<file path="src/rtl/cmp_ctrl_pkg.sv">
package cmp_ctrl_pkg;
  typedef struct packed {
    logic       exch;
    logic       route;
    logic [1:0] ref_sel;
    logic       on;
    logic       edge_fall;
    logic       ie;
    logic       flag;
  } ctl1_t;

  typedef struct packed {
    logic [3:0] spare;
    logic       conn1;
    logic       conn0;
    logic       filt_en;
  } ctl2_t;
endpackage

</file>
<file path="src/rtl/cmp_ctrl_sampler.sv">
module cmp_ctrl_sampler #(
  parameter int SYNC_STAGES = 2,
  parameter int FILT_LEN    = 3
) (
  input  logic clk_i,
  input  logic rst_ni,
  input  logic raw_i,
  input  logic on_i,
  input  logic filt_en_i,
  input  logic edge_fall_i,
  output logic out_o,
  output logic edge_o
);
  logic [SYNC_STAGES-1:0] sync_q;
  logic [FILT_LEN-2:0]    hist_q;
  logic [FILT_LEN-1:0]    window;
  logic                   smp, filt_q, prev_q;

  assign smp    = sync_q[SYNC_STAGES-1];
  assign window = {hist_q, smp};

  // all sampling state is held clear while the comparator is off
  always_ff @(posedge clk_i or negedge rst_ni) begin
    if (!rst_ni) begin
      sync_q <= '0;
      hist_q <= '0;
      filt_q <= 1'b0;
      prev_q <= 1'b0;
    end else if (!on_i) begin
      sync_q <= '0;
      hist_q <= '0;
      filt_q <= 1'b0;
      prev_q <= 1'b0;
    end else begin
      sync_q <= {sync_q[SYNC_STAGES-2:0], raw_i};
      hist_q <= window[FILT_LEN-2:0];
      if (&window)       filt_q <= 1'b1;
      else if (~|window) filt_q <= 1'b0;
      prev_q <= out_o;
    end
  end

  assign out_o  = on_i & (filt_en_i ? filt_q : smp);
  assign edge_o = on_i & (edge_fall_i ? (prev_q & ~out_o) : (~prev_q & out_o));

  a_r7_filter_run: assert property (@(posedge clk_i) disable iff (!rst_ni)
    (on_i && filt_en_i && $past(on_i && filt_en_i) && out_o != $past(out_o))
      |-> ($past(&window) || $past(~|window)));
endmodule

</file>
<file path="src/rtl/cmp_ctrl_regs.sv">
module cmp_ctrl_regs
  import cmp_ctrl_pkg::*;
#(
  parameter int              ADDR_W    = 8,
  parameter int              PORT_W    = 8,
  parameter logic [ADDR_W-1:0] CTL1_ADDR = 'h59,
  parameter logic [ADDR_W-1:0] CTL2_ADDR = 'h5A,
  parameter logic [ADDR_W-1:0] PD_ADDR   = 'h5B
) (
  input  logic              clk_i,
  input  logic              rst_ni,
  input  logic              sel_i,
  input  logic              wr_i,
  input  logic [ADDR_W-1:0] addr_i,
  input  logic [7:0]        wdata_i,
  output logic [7:0]        rdata_o,
  input  logic              out_i,
  input  logic              edge_i,
  output ctl1_t             ctl1_o,
  output ctl2_t             ctl2_o,
  output logic [PORT_W-1:0] pd_o,
  output logic              irq_o
);
  ctl1_t             ctl1_q;
  ctl2_t             ctl2_q;
  logic [PORT_W-1:0] pd_q;
  logic              we1, we2, wepd;

  assign we1  = sel_i & wr_i & (addr_i == CTL1_ADDR);
  assign we2  = sel_i & wr_i & (addr_i == CTL2_ADDR);
  assign wepd = sel_i & wr_i & (addr_i == PD_ADDR);

  always_ff @(posedge clk_i or negedge rst_ni) begin
    if (!rst_ni) begin
      ctl1_q <= '0;
      ctl2_q <= '0;
      pd_q   <= '0;
    end else begin
      if (we1) begin
        ctl1_q      <= ctl1_t'(wdata_i);
        ctl1_q.flag <= wdata_i[0] | edge_i;  // hardware set wins
      end else if (edge_i) begin
        ctl1_q.flag <= 1'b1;
      end
      if (we2)  ctl2_q <= ctl2_t'(wdata_i[7:1]);
      if (wepd) pd_q   <= wdata_i[PORT_W-1:0];
    end
  end

  always_comb begin
    rdata_o = '0;
    if (sel_i) begin
      if (addr_i == CTL1_ADDR)      rdata_o = ctl1_q;
      else if (addr_i == CTL2_ADDR) rdata_o = {ctl2_q, out_i};
      else if (addr_i == PD_ADDR)   rdata_o[PORT_W-1:0] = pd_q;
    end
  end

  assign ctl1_o = ctl1_q;
  assign ctl2_o = ctl2_q;
  assign pd_o   = pd_q;
  assign irq_o  = ctl1_q.flag & ctl1_q.ie;

  a_r10_hw_set_wins: assert property (@(posedge clk_i) disable iff (!rst_ni)
    edge_i |=> ctl1_q.flag);
  a_r2_flag_source: assert property (@(posedge clk_i) disable iff (!rst_ni)
    $rose(ctl1_q.flag) |-> $past(edge_i || (we1 && wdata_i[0])));
  a_r9_off_no_set: assert property (@(posedge clk_i) disable iff (!rst_ni)
    (!ctl1_q.on && !we1) |=> !$rose(ctl1_q.flag));
endmodule

</file>
<file path="src/rtl/cmp_ctrl.sv">
module cmp_ctrl
  import cmp_ctrl_pkg::*;
#(
  parameter int ADDR_W      = 8,
  parameter int PORT_W      = 8,
  parameter int SYNC_STAGES = 2,
  parameter int FILT_LEN    = 3
) (
  input  logic              clk_i,
  input  logic              rst_ni,
  input  logic              sel_i,
  input  logic              wr_i,
  input  logic [ADDR_W-1:0] addr_i,
  input  logic [7:0]        wdata_i,
  output logic [7:0]        rdata_o,
  input  logic              cmp_raw_i,
  output logic              cmp_on_o,
  output logic [1:0]        ref_sel_o,
  output logic              ref_drive_o,
  output logic              ref_path0_o,
  output logic              ref_path1_o,
  output logic              in0_conn_o,
  output logic              in1_conn_o,
  output logic              in_swap_o,
  output logic [PORT_W-1:0] pad_in_dis_o,
  output logic              irq_o
);
  ctl1_t ctl1;
  ctl2_t ctl2;
  logic  cmp_out, cmp_edge;

  cmp_ctrl_regs #(.ADDR_W(ADDR_W), .PORT_W(PORT_W)) u_regs (
    .clk_i   (clk_i),
    .rst_ni  (rst_ni),
    .sel_i   (sel_i),
    .wr_i    (wr_i),
    .addr_i  (addr_i),
    .wdata_i (wdata_i),
    .rdata_o (rdata_o),
    .out_i   (cmp_out),
    .edge_i  (cmp_edge),
    .ctl1_o  (ctl1),
    .ctl2_o  (ctl2),
    .pd_o    (pad_in_dis_o),
    .irq_o   (irq_o)
  );

  cmp_ctrl_sampler #(.SYNC_STAGES(SYNC_STAGES), .FILT_LEN(FILT_LEN)) u_sampler (
    .clk_i       (clk_i),
    .rst_ni      (rst_ni),
    .raw_i       (cmp_raw_i),
    .on_i        (ctl1.on),
    .filt_en_i   (ctl2.filt_en),
    .edge_fall_i (ctl1.edge_fall),
    .out_o       (cmp_out),
    .edge_o      (cmp_edge)
  );

  assign cmp_on_o    = ctl1.on;
  assign ref_sel_o   = ctl1.ref_sel;
  assign ref_drive_o = |ctl1.ref_sel;
  assign ref_path0_o = ref_drive_o & ~ctl1.route;
  assign ref_path1_o = ref_drive_o &  ctl1.route;
  assign in_swap_o   = ctl1.exch;
  assign in0_conn_o  = ctl2.conn0;
  assign in1_conn_o  = ctl2.conn1;

  a_r5_ref_one_path: assert property (@(posedge clk_i) disable iff (!rst_ni)
    $onehot0({ref_path0_o, ref_path1_o}));
  a_r5_ref_off_idle: assert property (@(posedge clk_i) disable iff (!rst_ni)
    (ref_sel_o == 2'd0) |-> !(ref_path0_o || ref_path1_o));
endmodule

</file>
<file path="config.mk">
export PLATFORM = sky130hd
export DESIGN_NAME = cmp_ctrl
export DESIGN_NICKNAME = d
export VERILOG_FILES = /design/src/rtl/cmp_ctrl_pkg.sv /design/src/rtl/cmp_ctrl_sampler.sv /design/src/rtl/cmp_ctrl_regs.sv /design/src/rtl/cmp_ctrl.sv
export SDC_FILE = /design/constraint.sdc
export NUM_CORES = 1
export LEC_CHECK = 0
export BUFFER_PORTS_ARGS = -buffer_cell sky130_fd_sc_hd__buf_2
export CORE_MARGIN = 1.5
export CORE_UTILIZATION = 45
export CTS_CLUSTER_DIAMETER = 50
export DETAILED_ROUTE_END_ITERATION = 8
export PLACE_DENSITY = 0.77
export SYNTH_ARGS = -nofsm -noshare
export SYNTH_HDL_FRONTEND = slang
export SYNTH_SLANG_ARGS = --single-unit
</file>
<file path="constraint.sdc">
create_clock -name clk_i -period 1.6 [get_ports clk_i]
set_clock_uncertainty 0.15 [all_clocks]
set_input_delay 0.16 -clock clk_i [delete_from_list [all_inputs] [get_ports clk_i]]
set_output_delay 0.16 -clock clk_i [all_outputs]
set_load 0.005 [all_outputs]
</file>
-- Yosys cells after proc, flatten, opt, wreduce, memory -nomap -nowiden
Index checks and enable logic that the tools add are counted.
Widths: inputs -> output; s select.
- register bits after elaboration: 29
- output and inout port bits: 26
- word-level logic and storage cells: 53
- equal/unequal tests: 4
- multiplexer cells: 14
- bitwise logic cells: 15
- reductions and logical operators: 4
- operators with widths (cell ; number):
    $mux 8 ; 4
    $eq 8x7->1 const B ; 3
    $and 1x1->1 ; 11
    $mux 1 ; 8
    $mux 2 ; 2
    $ne 3x2->1 const B ; 1
    $not 1->1 ; 3
    $reduce_and 3->1 ; 1
    $reduce_or 3->1 ; 1
    $reduce_bool 2->1 ; 1
    $reduce_or 2->1 ; 1
    $or 1x1->1 ; 1

-- Logic depth before layout (Yosys ltp)
Gate-level depths: netlist of the first run.
- word-level depth: 8
- gate-level depth with buffers: 5

-- By module
From an unflattened synthesis of the first run, not the netlist that was laid out.
- cell total of the unflattened synthesis: 108
- area, all modules: 1446.4 um^2
- modules (own cells, without submodules) (module ; times used ; cells each ; area each (um^2) ; sequential area each (um^2)):
    cmp_ctrl_regs ; 1 ; 86 ; 1184.9 ; 575.6
    cmp_ctrl_sampler ; 1 ; 19 ; 237.7 ; 150.1
    cmp_ctrl ; 1 ; 3 ; 23.8 ; 0.0

-- Least setup slack after synthesis of the first run
Ideal clock, no wire load.
- path kind: input -> register
- start: input addr_i[7]
- end: register u_regs.ctl1_q, in the netlist u_regs.ctl1_o[1]
- library setup time: 0.125 ns
- arrival time: 1.449 ns
- data required time: 1.325 ns
- slack: -0.124 ns
- stages on the path: 4
- buffers on the path: 1
- cell sequence: or3b_1 -> buf_2 -> nor4_4 -> mux2_2
- longest elaborated chain between the ends: 2
- RTL lines (item ; line ; RTL):
    start, declared ; cmp_ctrl.sv:13 ; input logic [ADDR_W-1:0] addr_i,
    $eq 8x7->1 ; cmp_ctrl_regs.sv:29 ; assign we1 = sel_i & wr_i & (addr_i == CTL1_ADDR);
    $and 1x1->1 ; cmp_ctrl_regs.sv:29 ;
    end signal, assigned ; cmp_ctrl_regs.sv:40 ; ctl1_q <= ctl1_t'(wdata_i);
    end, declared ; cmp_ctrl_regs.sv:24 ; ctl1_t ctl1_q;
No other way between the ends.
A chain may end at the register's enable or synchronous reset.

-- Final worst setup path of the first run
- start: register u_regs.ctl2_q, in the netlist u_regs.ctl2_o[0]
- end: output rdata_o[0]
- longest elaborated chain between the ends: 5
- RTL lines (item ; line ; RTL):
    start, declared ; cmp_ctrl_regs.sv:25 ; ctl2_t ctl2_q;
    start signal, assigned ; cmp_ctrl_regs.sv:45 ; if (we2) ctl2_q <= ctl2_t'(wdata_i[7:1]);
    $mux 1 ; cmp_ctrl_sampler.sv:43 ; assign out_o = on_i & (filt_en_i ? filt_q : smp);
    $and 1x1->1 ; cmp_ctrl_sampler.sv:43 ;
    $mux 8 ; cmp_ctrl_regs.sv:54 ; else if (addr_i == CTL2_ADDR) rdata_o = {ctl2_q, out_i};
    $mux 8 ; cmp_ctrl_regs.sv:53 ; if (addr_i == CTL1_ADDR) rdata_o = ctl1_q;
    $mux 8 ; cmp_ctrl_regs.sv:52 ; if (sel_i) begin
    end, declared ; cmp_ctrl.sv:15 ; output logic [7:0] rdata_o,
No other way between the ends.

==> impl_metrics.csv, run 1 <==
group,metric,value,unit
setup_path,startpoint,"u_regs.ctl2_o[0]",
sta,min_period,1.948,ns
drt,vias,1223,
clock_network,cts-root-buf,"clkbuf_4",
power_and_ir_drop,p_leak,1.105,nW
yosys,ys_seq_area_share,50.92,%
run_status,violations,"setup timing",
clock_network,clock_latency,0.32,ns
run_status,status,"finished, violations left",
sta,tightest_slew,0.6397,ns
clock_network,clkSlewWorstSetupHoldPaths,0.09,ns
setup_path,start_kind,"flop",
grt,grt_remaining_overflow,0,
place,place_hpwl,2292,um
setup_path,r2r_start,"u_regs.ctl2_o[0]",
setup_path,crit_chain,"mux2i_1, or4bb_1, a31oi_1, buf_2",
clock_network,clockBufferDepth,2,
floorplanning,ios,47,
drt,wl_per_cell,14.61,um
setup_path,cp-end-kind,"output pin",
sta,fin_ws,-0.3477,ns
finish,num_antenna_cells,0,
finish,layout_commonest_cell,"buf_2",
grt,grt_pass1_vias,1218,
grt,grt_pass1_wl,5409,um
setup_path,r2r_end,"u_regs.ctl1_o[0]",
setup_path,critical-path-max-stage-delay,0.49,ns
setup_path,cp.buffers_inverters,1,
yosys,syn-cell-area,1425,um2
drt,dr.pass1.iters,4,
yosys,syn_avg_cell_area,12.50,um2
floorplanning,core,3028,um2
floorplanning,start_util,47.07,%
finish,nets,214,
drt,drt_wl_total,3462,um
power_and_ir_drop,ir_drop,0.6191,mV
yosys,syn_inst,114,
power_and_ir_drop,power,1.378,mW
clock_network,cts_tree,"done",
yosys,synth_nets,135,
setup_path,r2r_cells,4,
sta,slew_headroom,57.36,%
yosys,yosysUniqueCellTypes,29,
run,cap_violations,0,
place,place.port_buffers,46,
finish,syn_to_final_growth,46.27,%
setup_path,critPathArrivalTime,1.64,ns
setup_path,crit_type,"flop to output pin",
finish,drive_gt1_share,61.66,%
finish,final_util,68.84,%
clock_network,htree_levels,2,
drt,drc,0,
grt,antenna_found_initial,0,
setup_path,crit_required,1.29,ns
hold_path,min_from,"wr_i",
setup_path,slowest_stage,"or4bb_1",
sta,hold_viol_final,0,
yosys,ys_warn_count,0,
sta,setup_violations,4,
setup_path,worst-path-max-fanout,2,
place,routabilityCongestion,0.8167,
floorplanning,dieArea,3514,um2
sta,fmax,513.4,MHz
power_and_ir_drop,powerDensity,661.1,nW/um2
sta,slew_viol_final,0,
grt,grt_max_degree,30,
sta,fin_crit_sh,121.7,%
hold_path,hold_end,"u_regs.ctl1_o[0]",
drt,vias_per_cell,5.160,
setup_path,r2r_slack,0.25,ns
floorplanning,dieHeight,59.28,um
hold_path,whs_path_depth,3,
hold_path,worst_hold_path_type,"input pin to flop",
clock_network,cts_buffers,5,
clock_network,cts.sinks,29,
setup_path,crit_family,"simple AND/OR/NAND/NOR gates",
grt,grt_usage,20.92,%
drt,antenna_left,0,
finish,mostFrequentLayoutCells,"buf_2 (45), dfrtp_1 (29), mux2_2 (23), buf_4 (23), dlygate4sd3_1 (10)",
yosys,synth_seq_cells,29,
floorplanning,rows,20,
sta,rsz0062_at_grt,"yes",
floorplanning,die-width,59.28,um
drt,drtIter0Drc,75,
metal layers:
metal / track usage (%) / up-vias / share of wire [%]
met5: 0 / - / 0
met4: 12.01 / 0 / 0
met3: 4.585 / 0 / 5.0
met2: 33.44 / 33 / 53
met1: 25.99 / 623 / 42
li1: - / 567 / -
cells by family (layout without fill, tap and decap cells):
| logic type | count (synthesis) | in the layout | synth area share (%) |
|---|---|---|---|
| compound gates | 12 | 12 | 6.146 |
| flops | 29 | 29 | 50.92 |
| mux | 31 | 31 | 24.32 |
| buf+inv | 9 | 88 | 2.984 |
| simple gates | 33 | 33 | 15.63 |
stage by stage:
| stage | setup slack [ns] | TNS, ns | cell area, um2 | instances | hold slack (ns) |
|---|---|---|---|---|---|
| 2_1_floorplan | -0.1222 | -1.514 | 1426 | 114 | -0.2856 |
| 3_3_place_gp | -0.1797 | -3.963 | 1754 | 207 | 0.05217 |
| 3_5_place_dp | -0.2123 | -4.427 | 1754 | 207 | 0.06236 |
| 4_1_cts | -0.3526 | -0.5430 | 2004 | 232 | 0.03024 |
| 5_1_grt | -0.4274 | -1.144 | 2085 | 237 | 0.03424 |
| 6_report | -0.3477 | -0.6389 | 2085 | 237 | 0.03623 |
tightest hold or removal path, delay by kind of cell:
family,cells,cell delay [ns]
buffers and inverters,1,0.12
AOI/OAI and AO/OA,1,0.11
and+or+nand+nor,1,0.07
Yosys cell counts:
cell type  count  area (um2)
buf_4          2       15.01
inv_1          1       3.750
nand2_1        2       7.510
mux2i_1        2       20.02
dfrtp_1       29       725.7
a21boi_0       1       7.510
nor4_4         1       21.27
and2_1         6       37.54
nor2b_1        3       18.77
a21o_1         1       7.510
a31oi_1        1       6.260
nand3_1        3       15.01
nand4b_1       1       8.760
or2_2          2       12.51
nor3_2         1       10.01
o21ai_0        1       5.000
clkbuf_1       3       11.26
or3b_1         1       8.760
and3_1         1       6.260
nor2_1         7       26.28
nand3b_1       2       15.01
o221ai_1       1       8.760
buf_1          2       7.510
buf_2          1       5.000
nor3_4         1       16.27
a22oi_1        7       52.55
or4bb_1        1       11.26
mux2_2        29       326.6
nor3b_1        1       7.510
state kept, by name, summed over array words and instances, names as in the netlist:
| register | cells |
|---|---|
| u_regs.ctl2_o | 7 |
| u_regs.ctl1_o | 8 |
| u_sampler.prev_q | 1 |
| u_sampler.filt_q | 1 |
| u_sampler.sync_q | 2 |
| u_regs.pd_o | 8 |
| u_sampler.hist_q | 2 |
power breakdown:
part	internal [mW]	switching, mW	leakage (nW)
clock	0.207	0.237	0.0314
sequential	0.749	0.0115	0.398
combinational	0.0951	0.0792	0.675
total	1.05	0.327	1.10
final cells by class:
cell class                      count  area [um2]
Fill cell                         224       943.4
Sequential cell                    29       725.7
Timing Repair Buffer               80       520.5
Inverter                            1       3.754
Multi-Input combinational cell     76       724.4
Tap cell                           44       55.05
Clock buffer                        7       55.05
repair_timing:
item	CTS	global route
setup endpoints to repair	10	10
hold buffers	10	0
gates cloned	0	0
pin swaps	2	2
buffers inserted	8	5
gates resized for setup	9	10
endpoints found under the hold margin	52	0
how the worst max path moves through the flow:
| stage | end | slack, ns | cells past startpoint |
|---|---|---|---|
| final | rdata_o[0] | -0.35 | 4 |
| after global routing | rdata_o[0] | -0.43 | 4 |
| after CTS | rdata_o[0] | -0.35 | 4 |
| after detailed placement | u_regs.ctl1_o[2] | -0.21 | 5 |
| after global placement | u_regs.ctl1_o[4] | -0.18 | 5 |
| after floorplan | u_regs.ctl1_o[1] | -0.12 | 4 |
Note: power is estimated with default switching activity, not from simulation.
==> inputs of run 2 (changes only) <==
Settings changed: ABC_AREA from default to 1, ABC_CLOCK_PERIOD_IN_PS from default to 1600, CORE_UTILIZATION 45 to 47, PLACE_DENSITY 0.77 to 0.78.
==> run 2 against run 1 <==
  * The flow still finishes with violations (setup timing)
  * Clock power increased by 14%
  * Clock-buffer cell count unchanged
  * Largest cell class is now multi-input combinational cells
  * Critical endpoint unchanged
  * Power increased by 5.1%
  * Register-to-register slack improved by 0.07 ns
  * Maximum frequency increased by 18%
==> impl_metrics.csv, run 2 <==
group,metric,value,unit
setup_path,r2r_slack,0.32,ns
setup_path,startpoint,"u_regs.ctl2_o[0]",
finish,design_area,2238,um2
setup_path,cp-end-kind,"output pin",
yosys,syn_inst,215,
drt,drt_wl_total,3736,um
setup_path,worst-path-max-fanout,3,
floorplanning,start_util,50.33,%
sta,setup_violations,1,
place,place_hpwl,2426,um
grt,grt_pass1_wl,6417,um
clock_network,clkSlewWorstSetupHoldPaths,0.08,ns
grt,grt_remaining_overflow,0,
grt,gr-usage-met3,4.643,%
finish,num-fill-cells,299,
setup_path,timing.critical_path.to,"rdata_o[0]",
drt,drtIter0Drc,70,
grt,use_met2,31.84,%
sta,tightest_slew,0.6359,ns
yosys,synth_seq_cells,29,
yosys,syn_avg_cell_area,7.996,um2
drt,drc,0,
sta,fin_crit_sh,103.3,%
yosys,synth_simple_gate_area_share,30.93,%
grt,grt_usage,20.27,%
sta,min_period,1.653,ns
finish,drive_gt1_share,41.05,%
sta,slew_viol_final,0,
finish,nets,305,
clock_network,cts_buffers,5,
grt,grt_max_degree,30,
run_status,violations,"setup timing",
grt,busiest_layer,"met2",
setup_path,r2r_cells,5,
floorplanning,ios,47,
place,routabilityCongestion,0.7640,
place,place.port_buffers,46,
clock_network,htree_levels,2,
yosys,netlist_top_cells_count,"nand2_1 (61), inv_1 (40), dfrtp_1 (29)",
clock_network,cts-root-buf,"clkbuf_4",
setup_path,crit_type,"flop to output pin",
yosys,synthAdderAreaFrac,0,%
grt,antenna_found_initial,0,
clock_network,cts.sinks,29,
floorplanning,die-width,63.48,um
power_and_ir_drop,ir_drop,0.5171,mV
yosys,synth-edff-count,0,
drt,vias,1548,
clock_network,clock_latency,0.34,ns
sta,fmax,605.1,MHz
yosys,ys_async_sr_fraction,100.0,%
yosys,ys_seq_area_share,42.21,%
floorplanning,core,3416,um2
finish,mostFrequentLayoutCells,"nand2_1 (59), buf_2 (46), inv_1 (36)",
sta,fin_ws,-0.05258,ns
grt,grt_pass1_vias,1391,
yosys,synth_nets,236,
hold_path,worst_hold_path_type,"input pin to flop",
drt,antenna_left,0,
yosys,synth_xor_area_share,0,%
setup_path,crit_required,1.29,ns
place,dp_slack,0.1926,ns
power_and_ir_drop,powerDensity,647.2,nW/um2
yosys,synth.area.mux_share,0,%
setup_path,r2r_start,"u_regs.ctl2_o[0]",
yosys,ys_warn_count,0,
finish,syn_to_final_growth,30.20,%
yosys,synth_compound_area_share,12.23,%
yosys,syn-cell-area,1719,um2
floorplanning,rows,21,
drt,vias_per_cell,4.677,
sta,rsz0062_at_grt,"yes",
floorplanning,dieHeight,63.48,um
setup_path,critPathArrivalTime,1.34,ns
grt,met1_usage,27.31,%
setup_path,r2r_end,"u_sampler.prev_q",
yosys,synth_top_family_by_area,"simple AND/OR/NAND/NOR gates",
setup_path,start_kind,"flop",
sta,slew_headroom,57.61,%
place,place_area,1952,um2
finish,layout_commonest_cell,"nand2_1",
yosys,synth_area_leaders,"dfrtp_1 (42%), nand2_1 (13%), o21ai_2 (11%), inv_1 (8.7%), nand3_1 (7.0%)",
floorplanning,dieArea,4030,um2
yosys,synth_most_common_cell,"nand2_1",
clock_network,cts_tree,"done",
run,cap_violations,0,
run_status,status,"finished, violations left",
finish,final_util,65.53,%
drt,dr.pass1.iters,4,
power_and_ir_drop,power,1.449,mW
sta,hold_viol_final,0,
yosys,synth_ff_type,"dfrtp_1",
yosys,yosysTopAreaCell,"dfrtp_1",
yosys,yosysUniqueCellTypes,18,
finish,num_antenna_cells,0,
yosys,netlist.area_leader.share,42.21,%
power_and_ir_drop,p_leak,1.297,nW
drt,wl_per_cell,11.29,um
clock_network,clockBufferDepth,2,
==> run 2: cell types whose count changed in the layout (fill, tap and decap cells not counted), sizes merged, moves of 2 or more <==
| cell | before | now |
|---|---|---|
| a21oi | 0 | 2 |
| a22oi | 7 | 0 |
| and2 | 6 | 0 |
| buf | 70 | 61 |
| inv | 1 | 43 |
| mux2 | 29 | 0 |
| mux2i | 2 | 0 |
| nand2 | 2 | 67 |
| nand3 | 3 | 26 |
| nand4 | 0 | 2 |
| nor2 | 7 | 10 |
| nor2b | 3 | 0 |
| o21ai | 1 | 22 |
| or2 | 2 | 0 |
==> run 2: worst min-delay path by stage <==
stage | from | slack (ns) | cells after the start | end
CTS | wr_i | 0.15 | 5 | u_regs.ctl1_o[0]
global route | wr_i | 0.18 | 5 | u_regs.ctl1_o[0]
global placement | rst_ni | 0.07 | 1 | u_sampler.sync_q[0]
floorplan | rst_ni | -0.29 | 0 | u_regs.ctl1_o[0]
finish | wr_i | 0.14 | 5 | u_regs.ctl1_o[0]
detailed placement | rst_ni | 0.06 | 1 | u_sampler.sync_q[0]
==> run 2: final cells by class <==
type | count | area [um2] | area share (%)
clock buffers | 7 | 65.06 | 2.907
repair buffers | 71 | 455.4 | 20.35
inverters | 43 | 161.4 | 7.211
well taps | 46 | 57.56 | 2.571
multi-input cells | 134 | 767.0 | 34.26
flip-flops and latches | 29 | 726.9 | 32.48
clock inverters | 1 | 5.005 | 0.2236
==> run 2: kinds of logic (layout without fill, tap and decap cells) <==
| kind of cell | after synthesis | after routing |
|---|---|---|
| simple gates | 109 | 109 |
| buf+inv | 52 | 122 |
| flops | 29 | 29 |
| compound gates | 25 | 25 |
==> run 2: stage by stage <==
stage	cells	setup TNS, ns	hold slack (ns)
after global routing	331	-0.2101	0.1845
final	331	-0.05258	0.1421
after detailed placement	301	0	0.06400
after global placement	301	0	0.06671
after floorplan	215	0	-0.2856
after CTS	325	-0.07076	0.1507
==> run 2: report_power, final <==
group	switching, mW	internal, mW	total, mW
Sequential	0.0132	0.749	0.762
Combinational	0.0986	0.0803	0.179
Clock	0.253	0.254	0.508
Total	0.365	1.08	1.45
==> run 2: timing repair <==
action,in CTS,in global routing
gates resized for setup,4,8
setup endpoints to repair,2,6
pin swaps,2,5
setup buffers,6,6
hold endpoints to repair,52,0
hold buffers,10,0
==> run 2: layer usage <==
layer	vias to the layer above	wire length, um
met5	-	0
met3	6	211
met4	0	66
met2	46	1726
met1	694	1732
li1	802	-
==> run 2: worst max-delay path, stage by stage, from the launching register on <==
cell	delay [ns]
dfrtp_1	0.43
nor2_2	0.19
nor2_4	0.06
nand2_1	0.06
nand3_1	0.06
nand2_1	0.08
inv_1	0.03
buf_2	0.11
